[config.mk]
export PLATFORM = sky130hd
export DESIGN_NAME = vec_expand
export DESIGN_NICKNAME = d
export VERILOG_FILES = /design/src/rtl/vec_expand.sv
export SDC_FILE = /design/constraint.sdc
export NUM_CORES = 1
export LEC_CHECK = 0
export BUFFER_PORTS_ARGS = -buffer_cell sky130_fd_sc_hd__buf_4
export CELL_PAD_IN_SITES_DETAIL_PLACEMENT = 0
export CELL_PAD_IN_SITES_GLOBAL_PLACEMENT = 1
export CORE_AREA = 2 2 174 176
export DETAILED_ROUTE_END_ITERATION = 10
export DIE_AREA = 0 0 176 178
export PLACE_DENSITY = 0.93
export SLEW_MARGIN = 5
export SYNTH_ARGS = -nofsm -noshare
export SYNTH_HDL_FRONTEND = slang
export SYNTH_SLANG_ARGS = --single-unit
[constraint.sdc]
create_clock -name clk -period 6.07 [get_ports clk]
set_input_delay 0.607 -clock clk [delete_from_list [all_inputs] [get_ports clk]]
set_output_delay 0.607 -clock clk [all_outputs]
set_load 0.05 [all_outputs]
[src/rtl/vec_expand.sv]
module vec_expand #(
  parameter int LANES = 8,
  parameter int EW    = 16,
  localparam int CW   = $clog2(LANES + 1)
) (
  input  logic                clk,
  input  logic                rst_n,
  input  logic                in_valid,
  output logic                in_ready,
  input  logic [LANES-1:0]    lane_mask,
  input  logic [LANES*EW-1:0] src_data,
  input  logic [LANES*EW-1:0] pass_data,
  output logic                out_valid,
  input  logic                out_ready,
  output logic [LANES*EW-1:0] out_data,
  output logic [CW-1:0]       out_used
);

  logic [LANES*EW-1:0] nxt_data;
  logic [CW-1:0]       rank;

  assign in_ready = !out_valid || out_ready;

  always_comb begin
    rank = '0;
    nxt_data = '0;
    for (int i = 0; i < LANES; i++) begin
      if (lane_mask[i])
        nxt_data[i*EW +: EW] = src_data[int'(rank)*EW +: EW];
      else
        nxt_data[i*EW +: EW] = pass_data[i*EW +: EW];
      rank = rank + CW'(lane_mask[i]);
    end
  end

  always_ff @(posedge clk) begin
    if (!rst_n) begin
      out_valid <= 1'b0;
      out_data  <= '0;
      out_used  <= '0;
    end else if (in_valid && in_ready) begin
      out_valid <= 1'b1;
      out_data  <= nxt_data;
      out_used  <= rank;
    end else if (out_ready) begin
      out_valid <= 1'b0;
    end
  end

endmodule


==> flow_metrics.tcl, run 1 <==
set metrics [dict create \
    crit_top_cell "xnor3_1" \
    yosys.area.top_type "mux4_2" \
    min_delay_path_depth 3 \
    grt_pass1_vias 11700 \
    final_nets 1728 \
    via_count 12200 \
    grt_max_degree 118 \
    synth_cells 1121 \
    synth_fp_nets 1403 \
    crit_chain "buf_4 -> fa_2 -> ha_2 -> ha_1 -> and2_1 -> xnor3_1 -> xnor3_1 -> mux2_2 -> nand4_1 -> a31oi_1" \
    cap_viol_max_count 0 \
    grtUsageMet3 0.116 \
    grt_usage 0.342 \
    cp.depth 10 \
    clockBufferDepth 2 \
    start_kind "input port" \
    n_fill_cell 2700 \
    cts_resized 0 \
    ant_nets 0 \
    wl_per_cell_um 29.6 \
    cts_setup_buffers 0 \
    rows 63 \
    routed_wl_mm 54.9 \
    netlist_area_um2 11300 \
    grt_pass1_wl_mm 78.5 \
    tns_ns 0 \
    tightest_slew_ns 1.15 \
    first_pass_iters 6 \
    avgSynthCellArea_um2 10.1 \
    start_util 0.385 \
    fin_crit_sh 0.805 \
    setup-violations-final 0 \
    synth-main-ff-cell "dfxtp_1" \
    drcViolationCount 0 \
    gp_congestion 0.953 \
    port_buffers 401 \
    area_delta_synth_final_pct 34.2 \
    synthTopCellsByArea "mux4_2, dfxtp_1, mux2i_1, a21oi_1, nand2_1" \
    cp_slowest_stage_delay_ns 1.02 \
    use_met1 0.405 \
    use_met2 0.566 \
    hold_class "in -> reg" \
    final_core_util 0.517 \
    worst_r2r_path_depth 5 \
    insertion_delay_ns 0.43 \
    gr-total-overflow 0 \
    fin_skew_ns 0.0119 \
    layout_min_cycle_time_ns 4.88 \
    path_buf_inv 1 \
    die_w_um 176 \
    drt_iter0_drc 1443 \
    maxSlewViolCount 0 \
    synth-edff-count 0 \
    synthDistinctLibCells 46 \
    rsz0062_at_grt "false" \
    core_um2 29400 \
    synth_seq_area_share 0.235 \
    clkSlewWorstSetupHoldPaths_ns 0.07 \
    antenna_found_initial 3 \
    cts_tree "done" \
    cp_top_family "XOR/XNOR gates" \
    dp_hpwl_mm 41.0 \
    synthArstFlopShare 0 \
    ys_seq_elements 133 \
    ff2ff_setup_slack_ns 3.70 \
    die_y_um 178 \
    yosysTopAreaCellShare 0.320 \
    cp.arrival_ns 5.15 \
    critPathMaxFanout 19 \
    powerDensity_nw_per_um2 312 \
    ir_drop_uv 260 \
    critPathKind "in -> reg" \
    status "completed" \
    layout-drive-gt1-share 0.438 \
    vias_per_cell 6.58 \
    slew_headroom 0.232 \
    clock.fmax_ghz 0.205 \
    top_usage_layer "met2" \
    endpoint_kind "flip-flop" \
    leakage_nw 6.25 \
    die_area_um2 31300 \
    hold_buffers 0 \
    crit_slowest_cell "xnor3_1" \
    hold_viol 0 \
    htree_levels 4 \
    yosys_warnings 0 \
    cts.sinks 133 \
    holdWs_ns 0.433 \
    cts-root-buf "clkbuf_16" \
    cp.required_ns 6.34 \
    cts-buffers-inserted 17 \
    pin_count 402 \
]
-- path summary, 6_finish.rpt --
| kind | from | endpoint |
|---|---|---|
| max | lane_mask[2] | out_data[119] |
| min | in_valid | out_valid |
| max reg2reg | out_valid | out_data[99] |
| min reg2reg | out_data[23] | out_data[23] |
-- synthesized netlist by cell type, drive strengths merged, types with 6 or more instances --
cell and instances:
o211ai 16, inv 22, nor3b 16, a31oi 20
nand3 13, buf 34, o21ai 65, a32oi 7
nand4 20, mux2 16, nand2 96, mux2i 108
ha 13, clkbuf 89, a21oi 106, o22ai 16
nor2 71, nand2b 17, o221ai 17, mux4 162
and2 6, dfxtp 133, a211oi 33
-- layout by cell type (no fill, tap or decap), types with 4 or more instances in the layout --
| cell | netlist | routed |
|---|---|---|
| a211oi_1 | 33 | 33 |
| a21oi_1 | 106 | 106 |
| a31oi_1 | 20 | 20 |
| a32oi_1 | 7 | 7 |
| and2_1 | 6 | 4 |
| and3_1 | 4 | 4 |
| buf_4 | 3 | 427 |
| clkbuf_16 | 0 | 17 |
| dfxtp_1 | 133 | 133 |
| diode_2 | 0 | 4 |
| ha_1 | 13 | 11 |
| inv_1 | 19 | 19 |
| inv_6 | 0 | 5 |
| inv_8 | 0 | 4 |
| mux2_1 | 14 | 14 |
| mux2i_1 | 108 | 108 |
| mux4_2 | 161 | 161 |
| nand2_1 | 96 | 95 |
| nand2b_1 | 17 | 17 |
| nand3_1 | 13 | 13 |
| nand4_1 | 20 | 20 |
| nor2_1 | 71 | 71 |
| nor3b_1 | 16 | 16 |
| o211ai_1 | 16 | 16 |
| o21ai_0 | 47 | 47 |
| o21ai_1 | 17 | 17 |
| o221ai_1 | 17 | 17 |
| o22ai_1 | 16 | 16 |
-- area by class of cell --
class | count | area [µm²] | area share
flip-flops and latches | 133 | 2660 | 0.175
diodes | 4 | 10.0 | 0.000659
inverters | 22 | 83.8 | 0.00552
clock buffers | 17 | 425 | 0.0280
clock inverters | 15 | 164 | 0.0108
repair buffers | 429 | 3250 | 0.214
well taps | 390 | 488 | 0.0321
multi-input cells | 843 | 8120 | 0.534
-- state kept, by name, summed over array words and instances (netlist names) --
register and flops:
out_data 128, out_used 4, out_valid 1
-- where the power goes --
part	switching, W	total [W]	internal [W]
sequential	0.0000685	0.00103	0.000964
combinational	0.00144	0.00260	0.00116
clock	0.000518	0.00110	0.000586
-- worst reg2reg max path, stage by stage, from the launching register on --
cell	delay [ns]
dfxtp_1	0.31
nand2b_1	0.15
and2_4	0.70
o2111ai_1	0.60
buf_4	0.38
o22ai_1	0.15
-- layer usage --
layer | vias to the layer above | part of all wire
met2 | 965 | 0.47
met5 | - | 0
met1 | 6016 | 0.35
met4 | 0 | 0.054
li1 | 5046 | -
met3 | 165 | 0.12
-- stage by stage --
step | std cells | worst slack [ns] | total power [W] | instance area (µm²)
after detailed placement | 1817 | 0.846 | 0.00361 | 14600
final | 1853 | 1.19 | 0.00474 | 15200
after floorplan | 1121 | 1.45 | 0.00282 | 11300
after global routing | 1849 | 1.06 | 0.00490 | 15200
after global placement | 1817 | 0.966 | 0.00357 | 14600
after CTS | 1849 | 1.30 | 0.00471 | 15200
-- kinds of logic (layout without fill, tap and decap cells) --
logic type / after synthesis / in the layout / synth area share
multiplexers: 286 / 286 / 0.434
AO/OA/AOI/OAI: 287 / 287 / 0.152
buffers and inverters: 145 / 483 / 0.0505
adder cells (fa/ha/maj): 15 / 15 / 0.0171
XOR/XNOR: 8 / 8 / 0.0118
AND/OR/NAND/NOR: 247 / 247 / 0.0997
other: 0 / 4 / 0
flip-flops: 133 / 133 / 0.235
Power figures use the tool's default switching activity.
==> run 2: changes to the inputs <==
ABC_AREA = 1   (was unset)
CORE_AREA = 2 2 202 204   (was 2 2 174 176)
DIE_AREA = 0 0 204 206   (was 0 0 176 178)
PLACE_DENSITY = 0.88   (was 0.93)
clock period = 4.4 ns   (was 6.07 ns; I/O delays follow)
==> flow_metrics.tcl, run 2 <==
set metrics [dict create \
    n_fill_cell 4341 \
    area_delta_synth_final_pct 32.8 \
    tns_ns 0 \
    layout-drive-gt1-share 0.213 \
    worst_r2r_path_depth 6 \
    rows 74 \
    largest_reg_flops 128 \
    ant_nets 0 \
    holdWs_ns 0.247 \
    die_area_um2 42000 \
    grt_usage 0.365 \
    layout_min_cycle_time_ns 3.48 \
    synthTopCellsByArea "dfxtp_1, o21ai_0, a21oi_1, nand2_1, nor2_1" \
    cts_tree "done" \
    rsz0062_at_grt "false" \
    use_met1 0.454 \
    critPathKind "in -> reg" \
    swShare 0.514 \
    yosysMostFrequentCell "o21ai_0" \
    grtUsageMet3 0.109 \
    slew_headroom 0.182 \
    cp.depth 17 \
    synthArstFlopShare 0 \
    gr-total-overflow 0 \
    final_nets 2678 \
    cts-buffers-inserted 17 \
    hold_class "in -> reg" \
    yosys_warnings 0 \
    synth-edff-count 0 \
    cap_viol_max_count 0 \
    first_pass_iters 6 \
    fin_crit_sh 0.792 \
    synth_fp_nets 2392 \
    start_util 0.303 \
    synthDistinctLibCells 30 \
    wl_per_cell_um 26.9 \
    mostFrequentLayoutCell "buf_4" \
    crit_top_cell "nand2_1" \
    port_buffers 401 \
    p_comb_frac 0.589 \
    routed_wl_mm 79.1 \
    drt_iter0_drc 2282 \
    antenna_found_initial 2 \
    core_um2 40200 \
    leakage_nw 7.27 \
    synthTopCellsByCount "o21ai_0, a21oi_1, nand2_1" \
    grt_pass1_vias 15700 \
    cts_resized 0 \
    cts.sinks 133 \
    cp.arrival_ns 3.86 \
    crit_start "lane_mask[0]" \
    crit_end "out_used[2]" \
    via_count 17400 \
    crit_slowest_cell "fa_1" \
    hold_viol 0 \
    path_buf_inv 4 \
    powerDensity_nw_per_um2 430 \
    seqPwrFrac 0.201 \
    htree_levels 4 \
    grt_pass1_wl_mm 110 \
    pwr-share-clk 0.210 \
    ys_seq_elements 133 \
    fin_skew_ns 0.00820 \
    pin_count 402 \
    grt_max_degree 132 \
    synth_seq_area_share 0.219 \
    internal_power_w 0.00338 \
    vias_per_cell 5.90 \
    die_y_um 206 \
    timing.rr.start "out_valid" \
    dp_hpwl_mm 58.6 \
    critPathMaxFanout 18 \
    use_met2 0.550 \
    ff2ff_setup_slack_ns 1.69 \
    largestRegisters "out_data (128), out_used (4), out_valid (1)" \
    top_usage_layer "met2" \
    yosys.area.top_type "dfxtp_1" \
    largest_register "out_data" \
    crit_chain "buf_4 -> fa_1 -> ha_1 -> ha_1 -> inv_2 -> nand2_2 -> nand2_4 -> buf_4 -> nor2_4 -> nand3_2 -> nand2_4 -> nand2_2 -> nand2_1 -> xor2_1 -> nand2_1 -> nand2_1 -> inv_1" \
    clkSlewWorstSetupHoldPaths_ns 0.07 \
    mostFrequentLayoutCells "buf_4, o21ai_0, a21oi_1" \
    gp_congestion 1.09 \
    tightest_slew_ns 1.23 \
    power_switching_w 0.00357 \
    clockBufferDepth 2 \
    cts_setup_buffers 0 \
    maxSlewViolCount 0 \
    avgSynthCellArea_um2 5.77 \
    synth-main-ff-cell "dfxtp_1" \
    netlist_area_um2 12200 \
    hold_buffers 0 \
    clock.fmax_ghz 0.287 \
    yosysTopAreaCellShare 0.219 \
    start_kind "input port" \
    insertion_delay_ns 0.47 \
    cp_top_family "simple AND/OR/NAND/NOR gates" \
    setup-violations-final 0 \
    die_w_um 204 \
    cp_slowest_stage_delay_ns 0.57 \
    cp.required_ns 4.77 \
    drcViolationCount 0 \
    synth_cells 2110 \
    cts-root-buf "clkbuf_16" \
    ir_drop_uv 389 \
    r2r-end "out_data[69]" \
    status "completed" \
    endpoint_kind "flip-flop" \
]
[run 2: cell families after synthesis]
| logic type | share of synthesized area |
|---|---|
| buffers and inverters | 0.105 |
| AO/OA/AOI/OAI | 0.430 |
| AND/OR/NAND/NOR | 0.218 |
| multiplexers | 0.0123 |
| adder cells (fa/ha/maj) | 0.0150 |
| XOR/XNOR | 0.000720 |
| flip-flops | 0.219 |
[run 2: per-stage QoR]
step	std cells	util	total power [W]	instance area (µm²)	worst slack, ns
after floorplan	2110	-	0.00391	12200	0.639
after global placement	2909	0.388	0.00537	15600	0.528
after detailed placement	2909	0.388	0.00537	15600	0.503
after CTS	2941	0.402	0.00684	16200	0.989
after global routing	2942	0.402	0.00731	16200	0.640
final	2944	0.402	0.00695	16200	0.916
[run 2: how the worst min path moves through the flow]
stage / startpoint / to / slack [ns] / cells past startpoint
floorplan: src_data[0] / out_data[16] / 0.63 / 2
global placement: out_used[0] / out_used[0] / 0.47 / 2
detailed placement: out_used[0] / out_used[0] / 0.48 / 2
CTS: pass_data[46] / out_data[46] / 0.24 / 3
global route: pass_data[96] / out_data[96] / 0.26 / 3
finish: pass_data[22] / out_data[22] / 0.25 / 3
[run 2: area by class of cell]
| class | instances | area, µm² | share of cell area |
|---|---|---|---|
| multi-input combinational | 1647 | 8260 | 0.511 |
| inverter | 141 | 532 | 0.0329 |
| antenna | 3 | 7.51 | 0.000464 |
| clock buffer | 19 | 453 | 0.0280 |
| sequential | 133 | 2660 | 0.165 |
| tap | 532 | 666 | 0.0412 |
| timing repair buffer | 456 | 3460 | 0.214 |
| clock inverter | 13 | 124 | 0.00766 |
[run 2: power groups by stage]
stage | sequential, W | clock, W | combinational, W
floorplan | 0.00182 | 0 | 0.00209
global placement | 0.00142 | 0 | 0.00395
detailed placement | 0.00142 | 0 | 0.00396
CTS | 0.00140 | 0.00148 | 0.00397
global route | 0.00141 | 0.00152 | 0.00439
finish | 0.00140 | 0.00146 | 0.00410
[run 2: metal layers]
layer | wire length (µm) | up-vias
met5 | 0 | -
li1 | - | 7893
met4 | 5360 | 0
met2 | 33700 | 1161
met1 | 30900 | 8102
met3 | 9110 | 209
[run 2: worst min-delay path, cell delays in order]
cell and delay, ns:
buf_4 0.08, a21oi_1 0.05, a21oi_1 0.12
